[config.mk]
export PLATFORM = sky130hd
export DESIGN_NAME = cascade_timer
export DESIGN_NICKNAME = d
export VERILOG_FILES = /design/src/rtl/cascade_timer_pkg.sv /design/src/rtl/cascade_timer_cnt.sv /design/src/rtl/cascade_timer_snap.sv /design/src/rtl/cascade_timer.sv
export SDC_FILE = /design/constraint.sdc
export NUM_CORES = 1
export LEC_CHECK = 0
export BUFFER_PORTS_ARGS = -buffer_cell sky130_fd_sc_hd__buf_2
export CAP_MARGIN = 20
export CORE_UTILIZATION = 40
export DETAILED_ROUTE_END_ITERATION = 7
export PLACE_DENSITY = 0.54
export SLEW_MARGIN = 20
export SYNTH_ARGS = -nofsm -noshare
export SYNTH_HDL_FRONTEND = slang
export SYNTH_HIERARCHICAL = 1
export SYNTH_SLANG_ARGS = --single-unit
export TNS_END_PERCENT = 20
[constraint.sdc]
create_clock -name clk -period 5.65 [get_ports clk]
set_clock_uncertainty 0.2 [all_clocks]
set_input_delay 0.565 -clock clk [delete_from_list [all_inputs] [get_ports clk]]
set_output_delay 0.565 -clock clk [all_outputs]
set_load 0.05 [all_outputs]
[src/rtl/cascade_timer_pkg.sv]
package cascade_timer_pkg;
    // Readout snapshot tracking
    typedef enum logic {
        SNAP_IDLE = 1'b0,
        SNAP_HELD = 1'b1
    } snap_state_e;
endpackage

[src/rtl/cascade_timer_cnt.sv]
module cascade_timer_cnt #(
    parameter int W = 8
) (
    input  logic         clk,
    input  logic         rst_n,
    input  logic         rld_we,
    input  logic [W-1:0] rld_wdata,
    input  logic         preset,
    input  logic         step,
    input  logic         uf_mask,
    output logic [W-1:0] cnt_q,
    output logic         at_zero,
    output logic         uf_q
);
    logic [W-1:0] rld_q;

    assign at_zero = (cnt_q == '0);

    always_ff @(posedge clk or negedge rst_n) begin
        if (!rst_n) begin
            rld_q <= '0;
            cnt_q <= '0;
            uf_q  <= 1'b0;
        end else begin
            uf_q <= 1'b0;
            if (rld_we) begin
                rld_q <= rld_wdata;
            end
            if (preset) begin
                cnt_q <= rld_q;
            end else if (step) begin
                if (at_zero) begin
                    cnt_q <= rld_q;
                    uf_q  <= ~uf_mask;
                end else begin
                    cnt_q <= cnt_q - 1'b1;
                end
            end
        end
    end
endmodule

[src/rtl/cascade_timer_snap.sv]
module cascade_timer_snap
    import cascade_timer_pkg::*;
#(
    parameter int CNT_W = 8,
    parameter int NIB_W = 4,
    localparam int WORD_W = 2 * CNT_W,
    localparam int NIB_N  = WORD_W / NIB_W,
    localparam int ADDR_W = $clog2(NIB_N)
) (
    input  logic              clk,
    input  logic              rst_n,
    input  logic              chain_en,
    input  logic              rd_en,
    input  logic [ADDR_W-1:0] rd_addr,
    input  logic [WORD_W-1:0] cnt_word,
    output logic [NIB_W-1:0]  rd_data,
    output snap_state_e       state_q
);
    snap_state_e              state_d;
    logic [WORD_W-NIB_W-1:0]  hold_q;
    logic [WORD_W-1:0]        held_word;
    logic [NIB_W-1:0]         live_nib;
    logic [NIB_W-1:0]         held_nib;
    logic [NIB_W-1:0]         rd_q;
    logic                     low_read;
    logic                     use_hold;
    int                       sh;

    assign sh        = int'(rd_addr) * NIB_W;
    assign low_read  = rd_en && chain_en && (rd_addr == '0);
    assign held_word = {hold_q, {NIB_W{1'b0}}};
    assign live_nib  = cnt_word[sh +: NIB_W];
    assign held_nib  = held_word[sh +: NIB_W];
    assign use_hold  = chain_en && (state_q == SNAP_HELD) && (rd_addr != '0);
    assign rd_data   = rd_q;

    // state register
    always_ff @(posedge clk or negedge rst_n) begin
        if (!rst_n) begin
            state_q <= SNAP_IDLE;
        end else begin
            state_q <= state_d;
        end
    end

    // transitions: CAPTURE and RELEASE
    always_comb begin
        state_d = state_q;
        unique case (state_q)
            SNAP_IDLE: if (low_read)  state_d = SNAP_HELD;
            SNAP_HELD: if (!chain_en) state_d = SNAP_IDLE;
            default:                  state_d = SNAP_IDLE;
        endcase
    end

    // outputs: hold register and read data
    always_ff @(posedge clk or negedge rst_n) begin
        if (!rst_n) begin
            hold_q <= '0;
            rd_q   <= '0;
        end else begin
            if (low_read) begin
                hold_q <= cnt_word[WORD_W-1:NIB_W];
            end
            if (rd_en) begin
                rd_q <= use_hold ? held_nib : live_nib;
            end
        end
    end
endmodule

[src/rtl/cascade_timer.sv]
module cascade_timer
    import cascade_timer_pkg::*;
#(
    parameter int CNT_W = 8,
    parameter int NIB_W = 4,
    localparam int WORD_W = 2 * CNT_W,
    localparam int NIB_N  = WORD_W / NIB_W,
    localparam int ADDR_W = $clog2(NIB_N)
) (
    input  logic              clk,
    input  logic              rst_n,
    input  logic              chain_en,
    input  logic [1:0]        run,
    input  logic [1:0]        preset,
    input  logic [1:0]        rld_we,
    input  logic [CNT_W-1:0]  rld_wdata,
    input  logic              rd_en,
    input  logic [ADDR_W-1:0] rd_addr,
    output logic [NIB_W-1:0]  rd_data,
    output logic [1:0]        uf_pulse
);
    logic [CNT_W-1:0]  cnt   [2];
    logic [1:0]        zero;
    logic [1:0]        step;
    logic [1:0]        mask;
    logic [WORD_W-1:0] cnt_word;
    snap_state_e       snap_state;

    // high timer follows the low timer's wrap when chained
    assign step[0] = run[0];
    assign step[1] = chain_en ? (run[0] && zero[0] && !preset[0]) : run[1];
    assign mask[0] = chain_en;
    assign mask[1] = 1'b0;
    assign cnt_word = {cnt[1], cnt[0]};

    for (genvar gi = 0; gi < 2; gi++) begin : g_tmr
        cascade_timer_cnt #(.W(CNT_W)) u_cnt (
            .clk       (clk),
            .rst_n     (rst_n),
            .rld_we    (rld_we[gi]),
            .rld_wdata (rld_wdata),
            .preset    (preset[gi]),
            .step      (step[gi]),
            .uf_mask   (mask[gi]),
            .cnt_q     (cnt[gi]),
            .at_zero   (zero[gi]),
            .uf_q      (uf_pulse[gi])
        );
    end

    cascade_timer_snap #(.CNT_W(CNT_W), .NIB_W(NIB_W)) u_snap (
        .clk      (clk),
        .rst_n    (rst_n),
        .chain_en (chain_en),
        .rd_en    (rd_en),
        .rd_addr  (rd_addr),
        .cnt_word (cnt_word),
        .rd_data  (rd_data),
        .state_q  (snap_state)
    );
endmodule

==> Yosys cells after proc, flatten, opt, wreduce, memory -nomap -nowiden <==
Cells that the tools add are included.
{ "word_totals": {"register_bits": 51, "inputBits": 20, "output_inout_bits": 6} }
{ "op_classes": {"n_addsub": 2, "shifts": 2, "mux": 17, "bitwise_logic": 2, "reduce_logical": 13} }
{ "op_table": {"columns": ["operator", "count"], "rows": [
  ["$mux W8", 6],
  ["$shiftx A16 B5 Y4", 2],
  ["$logic_not A8 Y1", 2],
  ["$sub A8 B1 Y8 const B", 2],
  ["$mux W1", 9],
  ["$logic_and A1 B1 Y1", 6],
  ["$reduce_bool A2 Y1", 3],
  ["$mux W4", 1],
  ["$logic_not A2 Y1", 1],
  ["$not A1 Y1", 2],
  ["$pmux W1 S2", 1],
  ["$logic_not A1 Y1", 1]
]} }

==> Longest topological paths before layout <==
Gate-level depths: netlist of run 1.
{ "logic_depth": {"depth_word": 6, "ltp_mapped": 11} }

==> By module <==
The synthesis of run 1 kept the hierarchy.
{ "by_module_without_submodules": {"columns": ["mod", "instances", "cells_each", "area_each_um2"], "rows": [
  ["cascade_timer_cnt", 2, 87, 920.9],
  ["cascade_timer_snap", 1, 66, 905.9],
  ["cascade_timer", 1, 4, 21.3]
]} }

==> Least setup slack after synthesis of run 1 <==
No wires, ideal clock.
{ "synth_timing": {"path_type": "flip-flop to flip-flop", "startpoint": "reg g_tmr[0].u_cnt.cnt_q[0]", "endpoint": "reg g_tmr[1].u_cnt.cnt_q[5]", "t_arrival_ns": 2.428, "t_required_ns": 5.310, "setup_slack_ns": 2.883, "stages_incl_launch_ff": 12, "synth_period_minus_slack_ns": 2.767, "cell_sequence": "dfrtp_1 inv_1 ha_1 nor3b_1 and2_1 nand4b_1 o21ai_0 buf_6 or3b_4 nor4_4 mux2i_1 o22ai_1"} }
{ "synth_between": {"elab_chain_len": 5} }
{ "synth_lines": {"columns": ["item", "line", "source"], "rows": [
  ["from (decl)", "cascade_timer_cnt.sv:11", "output logic [W-1:0] cnt_q,"],
  ["from (signal assigned)", "cascade_timer_cnt.sv:30", "cnt_q <= rld_q;"],
  ["from (signal assigned)", "cascade_timer_cnt.sv:33", "cnt_q <= rld_q;"],
  ["from (signal assigned)", "cascade_timer_cnt.sv:36", "cnt_q <= cnt_q - 1'b1;"],
  ["$logic_not A8 Y1", "cascade_timer_cnt.sv:17", "assign at_zero = (cnt_q == '0);"],
  ["net zero[0]", "cascade_timer.sv:23", "logic [1:0] zero;"],
  ["$logic_and A1 B1 Y1 (2 in a row)", "cascade_timer.sv:31", "assign step[1] = chain_en ? (run[0] && zero[0] && !preset[0]) : run[1];"],
  ["$mux W1", "cascade_timer.sv:31", null],
  ["net step[1]", "cascade_timer.sv:24", "logic [1:0] step;"],
  ["$reduce_bool A2 Y1 (no source line)", null, null],
  ["to (signal assigned)", "cascade_timer_cnt.sv:30", null],
  ["to (signal assigned)", "cascade_timer_cnt.sv:33", null],
  ["to (signal assigned)", "cascade_timer_cnt.sv:36", null],
  ["to (decl)", "cascade_timer_cnt.sv:11", null]
]} }
The timed path passes the listed nets, and every way through them passes these cells.
A chain may end at the register's enable or synchronous reset.

==> Worst setup path after layout of run 1 <==
Same ends and word-level chain as after synthesis.

==> flow_metrics.tcl, run 1 <==
set metrics [dict create \
    status "completed" \
    grt_max_degree 52 \
    cts-buffers-inserted 5 \
    cpPeakStageDelay_ps 500 \
    cp_data_required_time_ps 5620 \
    wl_met2_um 2730 \
    m1WireLength_um 2990 \
    die_w_um 85.2 \
    endpoint_kind "register" \
    syn-cell-area_um2 2770 \
    routed-via-count 1955 \
    clk_latency_ps 300 \
    cts_tree "done" \
    critPathBufInv 2 \
    num_rows 29 \
    hold_class "in2async" \
    tns_ps 0 \
    hpwl_um 4300 \
    grt_pass1_wl_um 10100 \
    synth-seq-cells 51 \
    wl_um 5970 \
    io_buffers 25 \
    gp_congestion 0.767 \
    syn_area_per_cell_um2 11.3 \
    overflow 0 \
    die_area_um2 7260 \
    die_h_um 85.2 \
    yosysTopAreaCellShare_pct 46.1 \
    routedWlPerCell_um 17.4 \
    setup_viol 0 \
    hold_violations 0 \
    cts_resized 0 \
    drive_gt1_share_pct 29.6 \
    cts_setup_buffers 0 \
    worstSetupPathType "reg2reg" \
    nets 290 \
    critPathTopFamily "simple AND/OR/NAND/NOR gates" \
    top_layer_used "met4" \
    fin_crit_sh_pct 54.3 \
    core_um2 6530 \
    p_leak_nw 1.23 \
    antenna_left 0 \
    critPathArrivalTime_ps 3040 \
    start_kind "register" \
    synthesis.nets 268 \
    yosys_warnings 6 \
    drt_iter0_markers 100 \
    relSlewSlack_pct 36.2 \
    synthTopCellsByCount "51 x dfrtp_1, 24 x mux2_2, 20 x nor2_1" \
    area_growth_pct 8.81 \
    powerDensity_nw_per_um2 310 \
    dp_cells 336 \
    synth.area.top_cells "dfrtp_1 46%, mux2_2 9.8%, mux4_2 3.3%" \
    crit_fanout 9 \
    via_per_inst 5.68 \
    cap_violations 0 \
    track_usage_pct 18.2 \
    tightestPinTransition_ps 953 \
    antenna_found_initial 0 \
    ys_types 46 \
    drv_slew 0 \
    yosys.area.top_type "dfrtp_1" \
    fin_crit_ps 3070 \
    clk_path_buf_depth 2 \
    dr_wl_met3_um 182 \
    synthArstFlopShare_pct 100 \
    irDropWorstVdd_v 0.000155 \
    route.detailed.drc 0 \
    yosys_most_used_dff "dfrtp_1" \
    yosysSeqAreaShare_pct 46.1 \
    synth.most_common_cell "dfrtp_1" \
    start_util_pct 42.4 \
    io_pins 26 \
    clock-sinks 51 \
    clk_pin_slew_ps 90 \
    slowest_stage "nor3b_1" \
    htree_num_levels 2 \
    fmax_mhz 326 \
    cts-root-buf "clkbuf_8" \
    synth_cells 244 \
    antennaDiodeCount 0 \
    drtPass1Iterations 4 \
    stdcell_count 344 \
    hold_buffers 0 \
    rsz0062_at_grt "no" \
    synth_edf_count 0 \
    grt_pass1_vias 1963 \
    path_cells "inv_1 > ha_1 > nor3b_1 > and2_1 > nand4b_1 > o21ai_0 > buf_4 > or3b_4 > nor4_4 > mux2i_1 > o22ai_1" \
]
[path summary, 6_finish.rpt]
check / depth (start not counted) / startpoint / endpoint / slack, ps
worst max-delay path: 11 / g_tmr[0].u_cnt/cnt_q[0]$_DFFE_PN0P_ / g_tmr[1].u_cnt/cnt_q[5]$_DFFE_PN0P_ / 2580
worst min-delay path: 2 / rst_n / u_snap/rd_data[0]$_DFFE_PN0P_ / 170
worst max register to register: 11 / g_tmr[0].u_cnt/cnt_q[0]$_DFFE_PN0P_ / g_tmr[1].u_cnt/cnt_q[5]$_DFFE_PN0P_ / 2580
worst min register to register: 1 / u_snap/hold_q[8]$_DFFE_PN0P_ / u_snap/hold_q[8]$_DFFE_PN0P_ / 310
max in group asynchronous: 2 / rst_n / u_snap/hold_q[1]$_DFFE_PN0P_ / 4640
min in group clk: 3 / rld_wdata[5] / g_tmr[0].u_cnt/rld_q[5]$_DFFE_PN0P_ / 280
[flip-flops by register name, indices dropped and copies added (netlist names)]
name               flops
g_tmr.u_cnt/cnt_q     16
g_tmr.u_cnt/uf_q       2
u_snap/hold_q         12
u_snap/state_q         1
u_snap/rd_data         4
g_tmr.u_cnt/rld_q     16
[kinds of logic after synthesis]
kind of cell | synth area share [%]
AO/OA/AOI/OAI | 14.6
adder cells (fa/ha/maj) | 1.81
buffers and inverters | 4.16
flip-flops | 46.1
multiplexers | 13.7
other | 0.135
AND/OR/NAND/NOR | 19.4
[where the power goes]
| part | leakage (nW) | switching (mW) | total (mW) | internal [mW] |
|---|---|---|---|---|
| registers | 0.606 | 0.0727 | 0.502 | 0.430 |
| clock network | 0.0402 | 0.126 | 0.212 | 0.0865 |
| logic | 0.584 | 0.107 | 0.219 | 0.111 |
[per-stage QoR]
step	utilization, %	instance area, um2	setup slack, ps	total power [mW]	hold WS (ps)
after floorplan	-	2770	2880	0.662	69.4
after global routing	46.1	3010	2360	0.995	233
after global placement	44.8	2920	2700	0.728	286
final	46.1	3010	2580	0.933	167
after CTS	46.1	3010	2600	0.946	191
after detailed placement	44.8	2920	2630	0.730	290
[placed cells by master, fill, tap and decap left out, types with 3 or more instances in the layout]
cell type	netlist	final
dfrtp_1	51	51
buf_2	2	25
mux2_2	24	24
nor2_1	20	20
nand2_1	10	10
a21oi_1	10	10
inv_1	9	9
nand3_1	8	8
nor3b_1	6	6
o21ai_1	6	6
nand4b_1	5	5
o21ai_0	5	5
clkbuf_8	0	5
nor4_4	4	4
a2bb2oi_1	4	4
o211ai_1	4	4
ha_1	4	4
mux4_2	4	4
nor2b_1	4	4
a21bo_2	4	4
a311oi_1	4	4
a211o_1	4	4
and2_1	3	3
[final cells by class]
type | instances | area, um2
clock inverters | 3 | 20.0
inverters | 9 | 33.8
clock buffers | 5 | 68.8
well taps | 77 | 96.3
fillers | 656 | 3520
repair buffers | 27 | 140
multi-input cells | 172 | 1380
flip-flops and latches | 51 | 1280
[per-layer routing]
layer,GRT usage (%),vias to the layer above
li1,-,945
met1,25.7,963
met2,28.2,43
met3,3.99,4
met4,4.93,0
met5,0,-
Note: power is estimated with default switching activity, not from simulation.
==> run 2, diff against run 1 <==
--- a/config.mk
+++ b/config.mk
@@ -9,7 +9,7 @@
 export CAP_MARGIN = 20
 export CORE_UTILIZATION = 40
 export DETAILED_ROUTE_END_ITERATION = 7
-export PLACE_DENSITY = 0.54
+export PLACE_DENSITY = 0.56
 export SLEW_MARGIN = 20
 export SYNTH_ARGS = -nofsm -noshare
 export SYNTH_HDL_FRONTEND = slang
==> constraint.sdc (replaced) <==
create_clock -name clk -period 2.5 [get_ports clk]
set_clock_uncertainty 0.2 [all_clocks]
set_input_delay 0.25 -clock clk [delete_from_list [all_inputs] [get_ports clk]]
set_output_delay 0.25 -clock clk [all_outputs]
set_load 0.05 [all_outputs]
==> run 2 against run 1 <==
  * Core utilization is 3.0 points higher
  * Flip-flop and latch count stayed put
  * Count of clock-buffer cells in the layout stayed put
  * Via count is 5.3% higher
  * Worst setup slack worse by 2500 ps
  * Combinational power grew to 2.7 times the previous value
  * Sequential power is 120% higher
  * First-iteration DRC count is 62% higher
  * Die area stayed put
  * Global-route usage is 0.14 points higher
  * Maximum frequency is 28% higher
  * Largest power group unchanged
  * Highest routed layer unchanged
==> flow_metrics.tcl, run 2 (synthesis gave the netlist of run 1 again) <==
set metrics [dict create \
    layout_setup_ws_ps 114 \
    hold_violations 0 \
    htree_num_levels 2 \
    grt_pass1_vias 1984 \
    critPathArrivalTime_ps 2380 \
    fin_crit_ps 2390 \
    hold_class "in2reg" \
    cts_tree "done" \
    cts-root-buf "clkbuf_8" \
    overflow 0 \
    setup_viol 0 \
    critPathTopFamily "simple AND/OR/NAND/NOR gates" \
    powerDensity_nw_per_um2 687 \
    worstSetupPathType "reg2reg" \
    endpoint_kind "register" \
    clock-sinks 51 \
    cp-startpoint "g_tmr[0].u_cnt/cnt_q[0]$_DFFE_PN0P_" \
    n_fill_cell 596 \
    final_common_cell "dfrtp_1" \
    die_area_um2 7260 \
    drtPass1Iterations 4 \
    grt_pass1_wl_um 10200 \
    r2r_cells 10 \
    p_sw_share_pct 33.1 \
    area_growth_pct 16.0 \
    antenna_left 0 \
    antennaDiodeCount 0 \
    cp_data_required_time_ps 2490 \
    die_w_um 85.2 \
    route.detailed.drc 0 \
    top_regs "g_tmr.u_cnt/cnt_q: 16 flops, g_tmr.u_cnt/rld_q: 16 flops, u_snap/hold_q: 12 flops" \
    crit-reg2reg-capture "g_tmr[1].u_cnt/cnt_q[5]$_DFFE_PN0P_" \
    clk_pin_slew_ps 110 \
    hpwl_um 4430 \
    wl_um 6160 \
    clock_power_share_pct 23.1 \
    core_um2 6530 \
    start_util_pct 42.4 \
    p_sw_mw 0.729 \
    tightestPinTransition_ps 670 \
    io_buffers 25 \
    p_comb_share_pct 26.4 \
    r2r-start "g_tmr[0].u_cnt/cnt_q[0]$_DFFE_PN0P_" \
    clk_latency_ps 310 \
    relSlewSlack_pct 55.3 \
    crit_fanout 4 \
    drv_slew 0 \
    start_kind "register" \
    nets 310 \
    final_cell_mix "51 x dfrtp_1, 25 x buf_2, 24 x mux2_2" \
    drt_iter0_markers 162 \
    clk_path_buf_depth 2 \
    multi_input_area_um2 1400 \
    num_rows 29 \
    cpPeakStageDelay_ps 410 \
    cp-endpoint "g_tmr[1].u_cnt/cnt_q[5]$_DFFE_PN0P_" \
    cts-buffers-inserted 5 \
    dp_cells 346 \
    routed-via-count 2059 \
    status "completed" \
    p_leak_nw 1.34 \
    irDropWorstVdd_v 0.000363 \
    via_per_inst 5.66 \
    drive_gt1_share_pct 32.8 \
    internal-power_mw 1.48 \
    slowest_stage "or3b_4" \
    fmax_mhz 419 \
    path_cells "inv_2 > ha_1 > nor3b_4 > and2_4 > nand4b_1 > o21ai_2 > or3b_4 > nor4_4 > mux2i_1 > o22ai_1" \
    cp.depth 10 \
    critPathBufInv 1 \
    cap_violations 0 \
    fin_crit_sh_pct 95.4 \
    io_pins 26 \
    stdcell_count 364 \
    dp_slack_ps 108 \
    seq_area_um2 1280 \
    p_seq_share_pct 50.5 \
    grt_max_degree 52 \
    antenna_found_initial 0 \
    whs_path_depth 2 \
    die_h_um 85.2 \
    routedWlPerCell_um 16.9 \
    track_usage_pct 18.3 \
    r2r_slack_ps 110 \
    gp_congestion 0.798 \
]
run 2: stage by stage:
| step | utilization (%) | hold slack, ps | total power [mW] | TNS [ps] | area [um2] |
|---|---|---|---|---|---|
| 2_1_floorplan | - | -246 | 1.50 | -29.7 | 2780 |
| 3_3_place_gp | 46.1 | 216 | 1.69 | 0 | 3010 |
| 4_1_cts | 48.9 | 51.7 | 2.23 | 0 | 3200 |
| 3_5_place_dp | 46.1 | 213 | 1.70 | 0 | 3010 |
| 6_report | 49.2 | 68.6 | 2.21 | 0 | 3210 |
| 5_1_grt | 49.2 | 67.4 | 2.33 | -2.11 | 3210 |
run 2: power by group through the flow:
stage	Combinational (mW)	Sequential (mW)	Clock [mW]
2_1_floorplan	0.357	1.15	0
3_3_place_gp	0.564	1.13	0
3_5_place_dp	0.567	1.13	0
4_1_cts	0.580	1.11	0.537
5_1_grt	0.635	1.14	0.562
6_report	0.582	1.11	0.509
run 2: worst register-to-register path, stage by stage (launching register included):
cell      delay [ps]
dfrtp_1          400
inv_2             90
ha_1             160
nor3b_4          190
and2_4           170
nand4b_1         110
o21ai_2          100
or3b_4           410
nor4_4           150
mux2i_1          210
o22ai_1           90
run 2: worst min-delay path by stage:
stage | startpoint | end | slack (ps)
6_report | rld_we[0] | g_tmr[0].u_cnt/rld_q[5]$_DFFE_PN0P_ | 70
5_1_grt | rld_we[0] | g_tmr[0].u_cnt/rld_q[5]$_DFFE_PN0P_ | 70
4_1_cts | rld_we[0] | g_tmr[0].u_cnt/rld_q[5]$_DFFE_PN0P_ | 50
3_5_place_dp | rst_n | u_snap/state_q$_DFF_PN0_ | 210
3_3_place_gp | rst_n | u_snap/rd_data[0]$_DFFE_PN0P_ | 220
2_1_floorplan | rst_n | g_tmr[0].u_cnt/cnt_q[0]$_DFFE_PN0P_ | -250
run 2: what timing repair did:
item                                    4_1_cts  5_1_grt
setup buffers                                 0        1
endpoints found under the setup margin        0        1
hold endpoints to repair                     67        0
hold buffers                                  9        0
gates resized for setup                       0        2
run 2: area by class of cell:
class                           count  share of cell area [%]
Timing Repair Buffer               47                    9.74
Tap cell                           77                    3.00
Inverter                            9                    1.05
Multi-Input combinational cell    172                    43.5
Sequential cell                    51                    39.8
Clock buffer                        5                    2.14
Clock inverter                      3                   0.857
run 2: layer usage:
metal  track usage (%)  vias up  share of wire (%)
met4              6.32        0                1.3
li1                  -      988                  -
met5                 0        -                  0
met1              26.5     1013                 50
met2              27.9       52                 46
met3              2.92        6                3.6
==> run 3, diff against run 2 <==
--- a/config.mk
+++ b/config.mk
@@ -5,11 +5,11 @@
 export SDC_FILE = /design/constraint.sdc
 export NUM_CORES = 1
 export LEC_CHECK = 0
-export BUFFER_PORTS_ARGS = -buffer_cell sky130_fd_sc_hd__buf_2
 export CAP_MARGIN = 20
 export CORE_UTILIZATION = 40
 export DETAILED_ROUTE_END_ITERATION = 7
-export PLACE_DENSITY = 0.56
+export DONT_BUFFER_PORTS = 1
+export PLACE_DENSITY = 0.52
 export SLEW_MARGIN = 20
 export SYNTH_ARGS = -nofsm -noshare
 export SYNTH_HDL_FRONTEND = slang
==> run 3 against run 2 <==
  * Sequential share of layout area decreased by 0.093 points
  * Non-clock buffer count is 15 lower
  * Critical endpoint unchanged
  * Power grew 0.33%
  * Largest power group unchanged
  * Worst setup slack worse by 21 ps
  * Combinational power down 9.1%
  * Clock power up 4%
  * Global-route usage rose by 0.85 points
  * Sequential power increased by 5%
==> flow_metrics.tcl, run 3 (synthesis gave the netlist of run 1 again) <==
set metrics [dict create \
    routedWlPerCell_um 18.4 \
    area_growth_pct 16.2 \
    clk_latency_ps 310 \
    via_per_inst 5.67 \
    clock-sinks 51 \
    gp_congestion 0.801 \
    final_cell_mix "51 x dfrtp_1, 24 x mux2_2, 20 x nor2_1" \
    cts_tree "done" \
    core_um2 6530 \
    nets 295 \
    slowest_stage "or3b_4" \
    critPathBufInv 1 \
    hold_violations 0 \
    antenna_found_initial 0 \
    critPathTopFamily "simple AND/OR/NAND/NOR gates" \
    clk_pin_slew_ps 100 \
    clk_path_buf_depth 2 \
    htree_num_levels 2 \
    stdcell_count 349 \
    tns_ps 0 \
    r2r-start "g_tmr[0].u_cnt/cnt_q[0]$_DFFE_PN0P_" \
    start_kind "register" \
    layout_setup_ws_ps 92.5 \
    final_util_pct 49.3 \
    io_buffers 0 \
    grt_max_degree 52 \
    drtPass1Iterations 4 \
    drv_slew 0 \
    grt_pass1_wl_um 10500 \
    fin_crit_sh_pct 96.3 \
    status "completed" \
    die_h_um 85.2 \
    worstHoldStart "run[0]" \
    hpwl_um 4370 \
    powerDensity_nw_per_um2 688 \
    route.detailed.drc 0 \
    dp_cells 321 \
    setup_viol 0 \
    fmax_mhz 415 \
    endpoint_kind "register" \
    p_leak_nw 1.29 \
    dp_slack_ps 99.7 \
    cpPeakStageDelay_ps 410 \
    crit_fanout 4 \
    cp_data_required_time_ps 2480 \
    start_util_pct 42.4 \
    top_regs "g_tmr.u_cnt/cnt_q: 16 flops, g_tmr.u_cnt/rld_q: 16 flops, u_snap/hold_q: 12 flops" \
    cap_violations 0 \
    antennaDiodeCount 0 \
    cp-startpoint "g_tmr[0].u_cnt/cnt_q[0]$_DFFE_PN0P_" \
    wl_um 6440 \
    die_area_um2 7260 \
    antenna_left 0 \
    drive_gt1_share_pct 26.1 \
    whs_ps 27.4 \
    drt_iter0_markers 148 \
    fin_crit_ps 2410 \
    overflow 0 \
    grt_pass1_vias 1966 \
    final_common_cell "dfrtp_1" \
    num_rows 29 \
    cts-buffers-inserted 5 \
    die_w_um 85.2 \
    hold_class "in2reg" \
    cts-root-buf "clkbuf_8" \
    worstSetupPathType "reg2reg" \
    irDropWorstVdd_v 0.000309 \
    path_cells "inv_2 > ha_4 > nor3b_4 > and2_4 > nand4b_1 > o21ai_2 > or3b_4 > nor4_4 > mux2i_1 > o22ai_1" \
    critPathArrivalTime_ps 2390 \
    io_pins 26 \
    n_fill_cell 622 \
    track_usage_pct 19.1 \
    routed-via-count 1979 \
    rsz0062_at_grt "yes" \
]
-- run 3: area by class of cell --
| cell class | instances | area (um2) | share of cell area, % |
|---|---|---|---|
| Clock inverter | 2 | 16.3 | 0.505 |
| Multi-Input combinational cell | 172 | 1410 | 43.7 |
| Sequential cell | 51 | 1280 | 39.7 |
| Timing Repair Buffer | 32 | 305 | 9.49 |
| Inverter | 9 | 33.8 | 1.05 |
| Clock buffer | 6 | 82.6 | 2.57 |
| Tap cell | 77 | 96.3 | 2.99 |
-- run 3: worst min-delay path, delay by kind of cell --
kind | cells | cell delay (ps)
compound gates | 2 | 190
simple gates | 1 | 60
-- run 3: repair_timing --
action                                 CTS  global route
endpoints found under the hold margin   85             0
setup endpoints to repair                0             1
hold buffers                            19             0
resized for setup                        0             4
buffers inserted                         0             1
-- run 3: worst paths after layout --
| check | end | slack, ps | depth (start not counted) |
|---|---|---|---|
| setup / recovery | g_tmr[1].u_cnt/cnt_q[5]$_DFFE_PN0P_ | 90 | 10 |
| hold / removal | g_tmr[0].u_cnt/cnt_q[4]$_DFFE_PN0P_ | 30 | 3 |
| setup reg to reg | g_tmr[1].u_cnt/cnt_q[5]$_DFFE_PN0P_ | 90 | 10 |
| hold reg to reg | u_snap/hold_q[2]$_DFFE_PN0P_ | 310 | 1 |
| max in group asynchronous | g_tmr[1].u_cnt/cnt_q[7]$_DFFE_PN0P_ | 1630 | 2 |
| min in group asynchronous | u_snap/rd_data[3]$_DFFE_PN0P_ | 240 | 2 |
-- run 3: routing by layer --
layer,routed length (um),share of wire (%),vias to the layer above,global-route usage (%)
li1,-,-,954,-
met1,3210,50,980,27.9
met2,2910,45,40,28.7
met3,274,4.3,5,4.67
met4,46,0.71,0,4.62
met5,0,0,-,0
-- run 3: stage by stage --
step / total power [mW] / area, um2
finish: 2.21 / 3220
global route: 2.34 / 3220
CTS: 2.22 / 3190
detailed placement: 1.63 / 2890
global placement: 1.63 / 2890
floorplan: 1.50 / 2780
-- run 3: power breakdown --
part,switching (mW),internal [mW]
clock,0.300,0.227
sequential,0.186,0.971
combinational,0.230,0.299
total,0.716,1.50
